[src/rtl/hrw_pkg.sv]
package hrw_pkg;
  localparam int HOST_W = 32;
  localparam int HALF_W = 16;
  localparam int WIDTH_BIT = 1;

  localparam logic [3:0] A_IRQ_EN   = 4'h5;
  localparam logic [3:0] A_IRQ_FLG  = 4'h6;
  localparam logic [3:0] A_BUS_MODE = 4'h8;
  localparam logic [3:0] A_MEM_MODE = 4'h9;
  localparam logic [3:0] A_STAGE    = 4'hA;
  localparam logic [3:0] A_PTR      = 4'hB;
  localparam logic [3:0] A_WINDOW   = 4'hC;
  localparam logic [3:0] A_BOOT     = 4'hD;
  localparam logic [3:0] A_CLK_HI   = 4'hE;
  localparam logic [3:0] A_CLK_LO   = 4'hF;

  localparam logic [HALF_W-1:0] D_IRQ_EN   = 16'h0000;
  localparam logic [HALF_W-1:0] D_IRQ_FLG  = 16'h000F;
  localparam logic [HALF_W-1:0] D_BUS_MODE = 16'h0005;
  localparam logic [HALF_W-1:0] D_MEM_MODE = 16'h0009;
  localparam logic [HALF_W-1:0] D_CLK_HI   = 16'h0008;
  localparam logic [HALF_W-1:0] D_CLK_LO   = 16'h0006;
  localparam logic [HALF_W-1:0] BOOT_KEY   = 16'h008A;

  typedef enum logic [1:0] {
    HS_IDLE = 2'd0,
    HS_EXEC = 2'd1,
    HS_HOLD = 2'd2
  } hs_state_t;
endpackage

[src/rtl/hrw_handshake.sv]
module hrw_handshake
  import hrw_pkg::*;
(
  input  logic clk,
  input  logic rst,
  input  logic req,
  output logic go,
  output logic ack_n
);
  hs_state_t st;
  logic      req_s;

  // one sampling flop on the asynchronous request, then a fixed two-edge answer
  always_ff @(posedge clk) begin
    if (rst) begin
      st    <= HS_IDLE;
      req_s <= 1'b0;
      ack_n <= 1'b1;
    end else begin
      req_s <= req;
      case (st)
        HS_IDLE: if (req_s) st <= HS_EXEC;
        HS_EXEC: begin
          st    <= HS_HOLD;
          ack_n <= 1'b0;
        end
        HS_HOLD: if (!req_s) begin
          st    <= HS_IDLE;
          ack_n <= 1'b1;
        end
        default: st <= HS_IDLE;
      endcase
    end
  end

  assign go = (st == HS_IDLE) && req_s;
endmodule

[src/rtl/hrw_ram.sv]
module hrw_ram #(
  parameter int AW    = 6,
  parameter int LANES = 2,
  parameter int LW    = 16
) (
  input  logic                clk,
  input  logic [LANES-1:0]    we,
  input  logic [AW-1:0]       idx,
  input  logic [LANES*LW-1:0] wd,
  output logic [LANES*LW-1:0] q
);
  localparam int DEPTH = 1 << AW;

  // one array per lane so each lane maps onto a plain block RAM
  for (genvar l = 0; l < LANES; l++) begin : g_lane
    logic [LW-1:0] mem [DEPTH];
    always_ff @(posedge clk) begin
      if (we[l]) mem[idx] <= wd[l*LW +: LW];
      q[l*LW +: LW] <= mem[idx];
    end
  end
endmodule

[src/rtl/hrw_regfile.sv]
module hrw_regfile
  import hrw_pkg::*;
#(
  parameter int RAM_AW = 6
) (
  input  logic              clk,
  input  logic              rst,
  input  logic              go,
  input  logic              is_wr,
  input  logic [3:0]        addr,
  input  logic [HOST_W-1:0] wdata,
  input  logic [HOST_W-1:0] ram_q,
  output logic [1:0]        ram_we,
  output logic [RAM_AW-1:0] ram_idx,
  output logic [HOST_W-1:0] ram_wd,
  output logic [HOST_W-1:0] rdata,
  output logic              bus32,
  output logic              ind32,
  output logic [HOST_W-1:0] ptr
);
  localparam logic [HOST_W-1:0] STEP_WIDE   = HOST_W'(4);
  localparam logic [HOST_W-1:0] STEP_NARROW = HOST_W'(2);
  localparam logic [HALF_W-1:0] ZH          = '0;

  logic [HALF_W-1:0] irq_en, bus_mode, mem_mode, clk_hi, clk_lo;
  logic              stage_seen, ptr_seen, data_seen;
  logic              win_hit, reboot;
  logic [HOST_W-1:0] step, win_rd, rd_val, rd_mask;

  assign bus32   = bus_mode[WIDTH_BIT];
  assign ind32   = mem_mode[WIDTH_BIT];
  assign step    = ind32 ? STEP_WIDE : STEP_NARROW;
  assign win_hit = go && (addr == A_WINDOW);
  assign reboot  = go && is_wr && (addr == A_BOOT) && (wdata[HALF_W-1:0] == BOOT_KEY);

  // RAM side: word index from the pointer, half lane chosen by pointer bit 1
  assign ram_idx   = ptr[RAM_AW+1:2];
  assign ram_wd    = ind32 ? wdata : {wdata[HALF_W-1:0], wdata[HALF_W-1:0]};
  assign ram_we[1] = win_hit && is_wr && (ind32 || !ptr[1]);
  assign ram_we[0] = win_hit && is_wr && (ind32 || ptr[1]);

  always_comb begin
    if (ind32)       win_rd = ram_q;
    else if (ptr[1]) win_rd = {ZH, ram_q[HALF_W-1:0]};
    else             win_rd = {ZH, ram_q[HOST_W-1:HALF_W]};
  end

  always_comb begin
    case (addr)
      A_IRQ_EN:   rd_val = {ZH, irq_en};
      A_IRQ_FLG:  rd_val = {ZH, D_IRQ_FLG};
      A_BUS_MODE: rd_val = {ZH, bus_mode};
      A_MEM_MODE: rd_val = {ZH, mem_mode};
      A_STAGE:    rd_val = stage_seen ? {ZH, ptr[HOST_W-1:HALF_W]} : '0;
      A_PTR:      rd_val = !ptr_seen ? '0 : (ind32 ? ptr : {ZH, ptr[HALF_W-1:0]});
      A_WINDOW:   rd_val = data_seen ? win_rd : '0;
      A_CLK_HI:   rd_val = {ZH, clk_hi};
      A_CLK_LO:   rd_val = {ZH, clk_lo};
      default:    rd_val = '0;
    endcase
  end

  assign rd_mask = bus32 ? '1 : {ZH, {HALF_W{1'b1}}};

  always_ff @(posedge clk) begin
    if (rst || reboot) begin
      irq_en     <= D_IRQ_EN;
      bus_mode   <= D_BUS_MODE;
      mem_mode   <= D_MEM_MODE;
      clk_hi     <= D_CLK_HI;
      clk_lo     <= D_CLK_LO;
      stage_seen <= 1'b0;
      ptr_seen   <= 1'b0;
      data_seen  <= 1'b0;
      ptr        <= '0;
      rdata      <= '0;
    end else if (go) begin
      if (is_wr) begin
        rdata <= '0;
        case (addr)
          A_IRQ_EN:   irq_en   <= wdata[HALF_W-1:0];
          A_BUS_MODE: bus_mode <= wdata[HALF_W-1:0];
          A_MEM_MODE: mem_mode <= wdata[HALF_W-1:0];
          A_CLK_HI:   clk_hi   <= wdata[HALF_W-1:0];
          A_CLK_LO:   clk_lo   <= wdata[HALF_W-1:0];
          A_STAGE: begin
            ptr[HOST_W-1:HALF_W] <= wdata[HALF_W-1:0];
            stage_seen           <= 1'b1;
          end
          A_PTR: begin
            if (ind32) ptr <= wdata;
            else       ptr[HALF_W-1:0] <= wdata[HALF_W-1:0];
            ptr_seen <= 1'b1;
          end
          A_WINDOW: begin
            data_seen <= 1'b1;
            ptr       <= ptr + step;
          end
          default: ;
        endcase
      end else begin
        rdata <= rd_val & rd_mask;
        if (addr == A_WINDOW) ptr <= ptr + step;
      end
    end
  end
endmodule

[src/rtl/hostreg_window.sv]
module hostreg_window
  import hrw_pkg::*;
#(
  parameter int RAM_AW = 6
) (
  input  logic              clk,
  input  logic              rst,
  input  logic [3:0]        reg_addr,
  input  logic              reg_sel,
  input  logic              reg_rd,
  input  logic              reg_wr,
  input  logic [HOST_W-1:0] reg_wdata,
  output logic [HOST_W-1:0] reg_rdata,
  output logic              reg_ack_n
);
  logic              go, bus32, ind32;
  logic [HOST_W-1:0] wd_eff, ptr, ram_wd, ram_q;
  logic [1:0]        ram_we;
  logic [RAM_AW-1:0] ram_idx;

  // a narrow host bus carries nothing on its upper half
  assign wd_eff = bus32 ? reg_wdata : {{HALF_W{1'b0}}, reg_wdata[HALF_W-1:0]};

  hrw_handshake u_hs (
    .clk   (clk),
    .rst   (rst),
    .req   (reg_sel && (reg_rd || reg_wr)),
    .go    (go),
    .ack_n (reg_ack_n)
  );

  hrw_regfile #(.RAM_AW(RAM_AW)) u_rf (
    .clk     (clk),
    .rst     (rst),
    .go      (go),
    .is_wr   (reg_wr),
    .addr    (reg_addr),
    .wdata   (wd_eff),
    .ram_q   (ram_q),
    .ram_we  (ram_we),
    .ram_idx (ram_idx),
    .ram_wd  (ram_wd),
    .rdata   (reg_rdata),
    .bus32   (bus32),
    .ind32   (ind32),
    .ptr     (ptr)
  );

  hrw_ram #(.AW(RAM_AW), .LANES(2), .LW(HALF_W)) u_ram (
    .clk (clk),
    .we  (ram_we),
    .idx (ram_idx),
    .wd  (ram_wd),
    .q   (ram_q)
  );
endmodule

[config.mk]
export PLATFORM = sky130hd
export DESIGN_NAME = hostreg_window
export DESIGN_NICKNAME = d
export VERILOG_FILES = /design/src/rtl/hrw_pkg.sv /design/src/rtl/hrw_handshake.sv /design/src/rtl/hrw_ram.sv /design/src/rtl/hrw_regfile.sv /design/src/rtl/hostreg_window.sv
export SDC_FILE = /design/constraint.sdc
export NUM_CORES = 2
export LEC_CHECK = 0
export ABC_AREA = 1
export BUFFER_PORTS_ARGS = -buffer_cell sky130_fd_sc_hd__buf_4
export CAP_MARGIN = 20
export CORE_ASPECT_RATIO = 0.9
export CORE_MARGIN = 2
export CORE_UTILIZATION = 48
export CTS_CLUSTER_DIAMETER = 200
export DETAILED_ROUTE_END_ITERATION = 12
export MAX_ROUTING_LAYER = met4
export PLACE_DENSITY_LB_ADDON = 0.25
export SLEW_MARGIN = 0
export SYNTH_ARGS = -nofsm -noshare
export SYNTH_HDL_FRONTEND = slang
export SYNTH_HIERARCHICAL = 1
export SYNTH_SLANG_ARGS = --single-unit
[constraint.sdc]
create_clock -name clk -period 8.9 [get_ports clk]
set_clock_uncertainty 0.1 [all_clocks]
set_input_delay 0.89 -clock clk [delete_from_list [all_inputs] [get_ports clk]]
set_output_delay 0.89 -clock clk [all_outputs]
set_load 0.05 [all_outputs]
# Word level (Yosys, flattened, before mapping)
# Memories as Yosys holds them, arrays and structs flattened. A register that Yosys moved wholly into a read port is not among the register bits.
# Cells that the tools add are included.
classes:
  n_bitwise: 1
  magnitude_cmp: 0
  eq_ne: 16
  n_shift: 0
  mux: 26
  mul: 0
  reduce_logical: 31
  div_mod_pow: 0
  n_addsub: 1
op_table:
  columns: ["cell", "count"]
  rows:
  - ["32-bit two-way mux", 10]
  - ["32-bit one-hot mux with 9 select lines", 1]
  - ["16-bit two-way mux", 3]
  - ["16-bit one-hot mux with 3 select lines", 1]
  - ["32-bit adder", 1]
  - ["32-bit bitwise AND", 1]
  - ["4-bit == test, second input constant", 8]
  - ["16-bit one-hot mux with 2 select lines", 1]
  - ["3-bit AND reduction", 9]
  - ["16-bit by 8-bit == test with 1-bit output, second input constant", 1]
  - ["1-bit logical AND", 9]
  - ["4-bit by 3-bit == test with 1-bit output, second input constant", 2]
  - ["2-bit one-hot mux with 3 select lines", 1]
  - ["2-bit nonzero test", 3]
  - ["1-bit two-way mux", 5]
  - ["1-bit logical OR", 4]
  - ["2-bit two-way mux", 2]
  - ["2-bit AND reduction", 2]
  - ["4-bit AND reduction", 1]
  - ["3-bit two-way mux", 1]
  - ["3-bit by 2-bit inequality test with 1-bit output, second input constant", 1]
  - ["3-bit nonzero test", 1]
  - ["2-bit by 1-bit == test with 1-bit output, second input constant", 1]
  - ["2-bit == test, second input constant", 1]
  - ["5 further kinds", 5]
totals:
  mem_count: 2
  ff_bits: 151
  latch_bits: 0
  ramBits: 2048
  input_bits: 41
  output_inout_bits: 33
  word_cells: 91
  romBits: 0
mem_list:
  columns: ["name", "depth", "word_bits", "rd", "rd_ports_with_merged_regs", "wr", "line", "text"]
  rows:
  - ["u_ram.g_lane[0].mem", 64, 16, 1, 1, 1, "hrw_ram.sv:16", "logic [LW-1:0] mem [DEPTH];"]
  - ["u_ram.g_lane[1].mem", 64, 16, 1, 1, 1, "hrw_ram.sv:16", null]

# Depth between registers and ports, before layout
logic_depth:
  depth_word: 7
  depth_mapped: 16
  mapped_depth_nobuf: 12

# Modules after synthesis
# Netlist, hierarchy kept.
modules_own_cells:
  columns: ["module", "area_each_um2", "cells_per_inst", "seq_area_each_um2", "instances"]
  rows:
  - ["hrw_ram", 86869.6, 8526, 62139.6, 1]
  - ["hrw_regfile", 8358.0, 1355, 2942.8, 1]
  - ["hostreg_window", 175.2, 37, 0.0, 1]
  - ["hrw_handshake", 152.6, 18, 80.1, 1]

# Worst setup path after synthesis
# No wires, ideal clock.
synth_timing:
  kind: "in2reg"
  from: "in reg_wdata[1]"
  to: "mem u_ram.g_lane[1].mem[0][1], data pin"
  required_time_ps: 8098
  setup_ps: 702
  arrival_ps: 3622
  slack_ps: 4476
  cell_stages: 3
  path_buffers: 1
  cell_sequence: "buf_2 inv_1 o21ai_0"
synth_between:
  elab_chain_len: 2
synth_lines:
  columns: ["element", "line", "text"]
  rows:
  - ["from (decl)", "hostreg_window.sv:12", "input logic [HOST_W-1:0] reg_wdata,"]
  - ["32-bit two-way mux", "hostreg_window.sv:22", "assign wd_eff = bus32 ? reg_wdata : {{HALF_W{1'b0}}, reg_wdata[HALF_W-1:0]};"]
  - ["32-bit two-way mux", "hrw_regfile.sv:38", "assign ram_wd = ind32 ? wdata : {wdata[HALF_W-1:0], wdata[HALF_W-1:0]};"]
  - ["via ram_wd[17]", "hostreg_window.sv:17", "logic [HOST_W-1:0] wd_eff, ptr, ram_wd, ram_q;"]
  - ["to (decl)", "hrw_ram.sv:16", null]
# The timed path passes the listed nets, and every way through them passes these cells.

# Worst setup path in the final report
layout_timing:
  from: "reg u_hs.st[0]"
  to: "mem u_ram.g_lane[1].mem[29][12] (enable)"
layout_between:
  elab_chain_len: 7
layout_lines:
  columns: ["element", "line", "text"]
  rows:
  - ["from (decl)", "hrw_handshake.sv:10", "hs_state_t st;"]
  - ["from (signal assigned)", "hrw_handshake.sv:16", "st <= HS_IDLE;"]
  - ["from (signal assigned)", "hrw_handshake.sv:22", "HS_IDLE: if (req_s) st <= HS_EXEC;"]
  - ["from (signal assigned)", "hrw_handshake.sv:24", "st <= HS_HOLD;"]
  - ["2-bit zero test", "hrw_handshake.sv:36", "assign go = (st == HS_IDLE) && req_s;"]
  - ["1-bit logical AND", "hrw_handshake.sv:36", null]
  - ["via go", "hostreg_window.sv:16", "logic go, bus32, ind32;"]
  - ["1-bit logical AND", "hrw_regfile.sv:33", "assign win_hit = go && (addr == A_WINDOW);"]
  - ["1-bit logical AND (2 in a row)", "hrw_regfile.sv:39", "assign ram_we[1] = win_hit && is_wr && (ind32 || !ptr[1]);"]
  - ["via ram_we[1]", "hostreg_window.sv:18", "logic [1:0] ram_we;"]
  - ["1-bit two-way mux", "hrw_ram.sv:18", "if (we[l]) mem[idx] <= wd[l*LW +: LW];"]
  - ["1-bit two-way mux (not written as such)", "hrw_ram.sv:18", null]
# The timed path passes the listed nets, and every way through them passes these cells.

==> flow_metrics.py <==
metrics = {
    "routing": {
        "route.detailed.drc": 0,
        "wl_per_cell_um": 21.4,
        "dr.pass1.iters": 6,
        "drt_iter0_drc": 8531,
        "ant_nets": 0,
        "routed_wl_um": 273000,
        "viasPerCell": 5.39,
        "dr_total_vias": 68800,
    },
    "grt": {
        "grtUsageTotal_pct": 27.3,
        "grt_max_degree": 233,
        "grt_pass1_wl_um": 404000,
        "antenna_found_initial": 5,
        "grt-ovfl-total": 0,
        "grt_pass1_vias": 63900,
    },
    "finish": {
        "drive_gt1_share_pct": 8.28,
        "fin_nets": 9951,
        "fillers": 17200,
        "final_common_cell": "nand2_1",
        "final_cell_mix": "6,218 x nand2_1, 2,048 x edfxtp_1, 247 x buf_4, 222 x clkbuf_16, 179 x dfxtp_1",
        "final_util_pct": 54.1,
        "area_growth_pct": 12.0,
        "multiInputGateArea_um2": 28300,
        "seq_area_um2": 65200,
    },
    "synth": {
        "synth_compound_area_share_pct": 1.59,
        "yosysWarnings": 6,
        "synth_cells": 9936,
        "ys_seq_elements": 2231,
        "ys_types": 40,
        "avgSynthCellArea_um2": 9.62,
        "synthSimpleGateAreaFrac_pct": 27.0,
        "synth_fa_ha_area_share_pct": 0.0602,
        "yosysSeqAreaShare_pct": 68.2,
        "synth_nets": 9981,
        "synth_top_family_by_area": "simple AND/OR/NAND/NOR gates",
        "synth_xor_area_share_pct": 0.0275,
        "synth_area_um2": 95600,
        "synthMuxAreaShare_pct": 0,
    },
    "critical_path": {
        "r2r-start": "u_hs/st[0]$_SDFFE_PP0P_",
        "cp.required_ns": 9.34,
        "r2r-end": "u_ram/g_lane[1].mem[29][12]$_DFFE_PP_",
        "endpoint_kind": "flop",
        "critical_path_class": "flop to flop",
        "worst_r2r_path_depth": 12,
        "ff2ff_setup_slack_ns": 4.21,
        "crit_fanout": 35,
        "cp-start-kind": "flop",
        "arrival_ns": 5.14,
    },
    "timing": {
        "max_freq_mhz": 213,
        "slew_headroom_pct": 6.09,
        "finalSetupViolCount": 0,
        "finalCriticalPeriod_ns": 4.69,
        "hold_ws_ns": 0.117,
        "fin_ws_ns": 4.21,
        "worst_pin_slew_ns": 1.41,
        "maxSlewViolCount": 0,
        "rsz0062_at_grt": "false",
        "hold_viol_final": 0,
        "fin_crit_sh_pct": 52.7,
        "tns_ns": 0,
    },
    "hold_path": {
        "hold_depth": 2,
        "worstHoldEndpoint": "u_hs/st[1]$_SDFFE_PP0P_",
        "worstHoldPathType": "input pin to flop",
        "min_from": "rst",
    },
    "place": {
        "dp_hpwl_um": 155000,
        "gp_congestion": 0.931,
        "port_buffers": 73,
        "dp_slack_ns": 3.84,
    },
    "power_and_ir_drop": {
        "p_leak_nw": 43.3,
        "power_frac_clock_pct": 43.7,
        "pwr-share-comb_pct": 2.2,
        "ir_worst_vdd_uv": 188,
        "p_int_mw": 16.7,
        "p_sw_mw": 4.45,
        "p_total_mw": 21.2,
        "p_seq_share_pct": 54.1,
        "p_per_area_nw_per_um2": 198,
        "sw_frac_of_total_pct": 21.0,
    },
    "clock_tree": {
        "cts_tree": "built",
        "cts_sinks": 2231,
        "root_buffer": "clkbuf_16",
        "cts.reportedPaths.clkPinSlew_ns": 0.06,
        "clk_latency_ns": 0.88,
        "cts_resized": 0,
        "h-tree-depth": 4,
        "cts_buffers": 219,
        "cts_setup_buffers": 0,
        "clockBufferDepth": 3,
        "cts_hold_buf": 0,
    },
    "floorplan": {
        "io_pins": 74,
        "coreArea_um2": 198000,
        "die_x_um": 474,
        "rows": 155,
        "dieArea_um2": 203000,
        "die_h_um": 427,
        "initial_core_util_pct": 48.3,
    },
    "status": {
        "status": "finished clean",
    },
    "job": {
        "drv_cap": 0,
    },
}
[how the worst max path moves through the flow]
| stage | startpoint | to |
|---|---|---|
| CTS | u_hs/st[0]$_SDFFE_PP0P_ | u_ram/g_lane[0].mem[35][3]$_DFFE_PP_ |
| finish | u_hs/st[0]$_SDFFE_PP0P_ | u_ram/g_lane[1].mem[29][12]$_DFFE_PP_ |
| detailed placement | reg_wr | u_ram/g_lane[0].mem[35][14]$_DFFE_PP_ |
| global route | u_hs/st[0]$_SDFFE_PP0P_ | u_ram/g_lane[1].mem[29][7]$_DFFE_PP_ |
| floorplan | reg_wdata[1] | u_ram/g_lane[1].mem[0][1]$_DFFE_PP_ |
| global placement | reg_wr | u_ram/g_lane[0].mem[10][11]$_DFFE_PP_ |
[logic make-up (layout without fill, tap and decap cells)]
group           after synthesis  count (layout)
compound gates              283             283
flops                      2231            2231
simple gates               6738            6738
xor+xnor                      3               3
other cells                   0               3
buf+inv                     677             837
fa+ha+maj                     4               4
[sequential cells by signal (all words and copies together), names as in the netlist]
signal            cells
u_rf/clk_hi          16
u_rf/stage_seen       1
u_rf/rdata           32
u_rf/data_seen        1
u_ram/q              32
u_hs/ack_n            1
u_hs/st               2
u_rf/ptr             32
u_hs/req_s            1
u_rf/irq_en          16
u_rf/mem_mode        16
u_rf/clk_lo          16
u_ram/g_lane.mem   2048
u_rf/bus_mode        16
u_rf/ptr_seen         1
[stage by stage]
step	instances	instance area (um2)
5_1_grt	12800	107000
4_1_cts	12700	107000
2_1_floorplan	9936	95600
3_5_place_dp	12300	99600
6_report	12800	107000
3_3_place_gp	12300	99400
[Yosys cell counts, drive strengths merged]
master | n | share of area [%]
dfxtp | 183 | 3.8
a22oi | 11 | 0.086
xor2 | 2 | 0.018
nor3 | 146 | 0.81
buf | 288 | 1.6
ha | 3 | 0.039
o211ai | 19 | 0.15
a31oi | 1 | 0.0066
o21bai | 1 | 0.0079
nand3 | 167 | 0.87
nand4 | 15 | 0.098
nand3b | 2 | 0.016
inv | 126 | 0.50
or2 | 6 | 0.039
a21oi | 166 | 0.89
o21ai | 80 | 0.42
o22ai | 4 | 0.026
nand2 | 6236 | 25
xnor2 | 1 | 0.0092
clkbuf | 261 | 1.0
nor2 | 165 | 0.66
fa | 1 | 0.021
o21a | 1 | 0.0079
clkinv | 2 | 0.0079
and2 | 1 | 0.0066
edfxtp | 2048 | 64
[layer usage]
layer  vias to the layer above  global-route usage (%)  part of all wire (%)
li1                      32100                       -                     -
met1                     33100                    37.8                    42
met2                      3116                    41.0                    45
met3                       488                    4.79                   9.5
met4                         0                    8.80                   3.4
met5                         -                       -                     0
[critical path, cell delays in order (launching register included)]
cell      delay (ns)
dfxtp_1         0.32
inv_1           0.09
nand2_1         0.09
nor2_1          0.23
nand2_1         0.20
nor2_2          0.12
buf_4           0.32
nand2_1         0.26
nor2_1          0.21
clkinv_2        0.70
buf_4           0.65
nor3_2          0.69
buf_4           0.29
[layout make-up]
| class | count | share of cell area [%] |
|---|---|---|
| Inverter | 128 | 0.480 |
| Clock inverter | 144 | 1.29 |
| Clock buffer | 267 | 5.43 |
| Tap cell | 2669 | 3.12 |
| Timing Repair Buffer | 298 | 2.34 |
| Antenna cell | 3 | 0.00701 |
| Sequential cell | 2231 | 60.9 |
| Multi-Input combinational cell | 7028 | 26.5 |
[power groups by stage]
stage / Clock, mW / Sequential [mW] / Combinational [mW]
floorplan: 0 / 11.7 / 0.219
global placement: 0 / 11.7 / 0.449
detailed placement: 0 / 11.7 / 0.456
CTS: 9.37 / 11.4 / 0.457
global route: 9.75 / 11.4 / 0.491
finish: 9.25 / 11.5 / 0.464
Note: power is estimated with default switching activity, not from simulation.
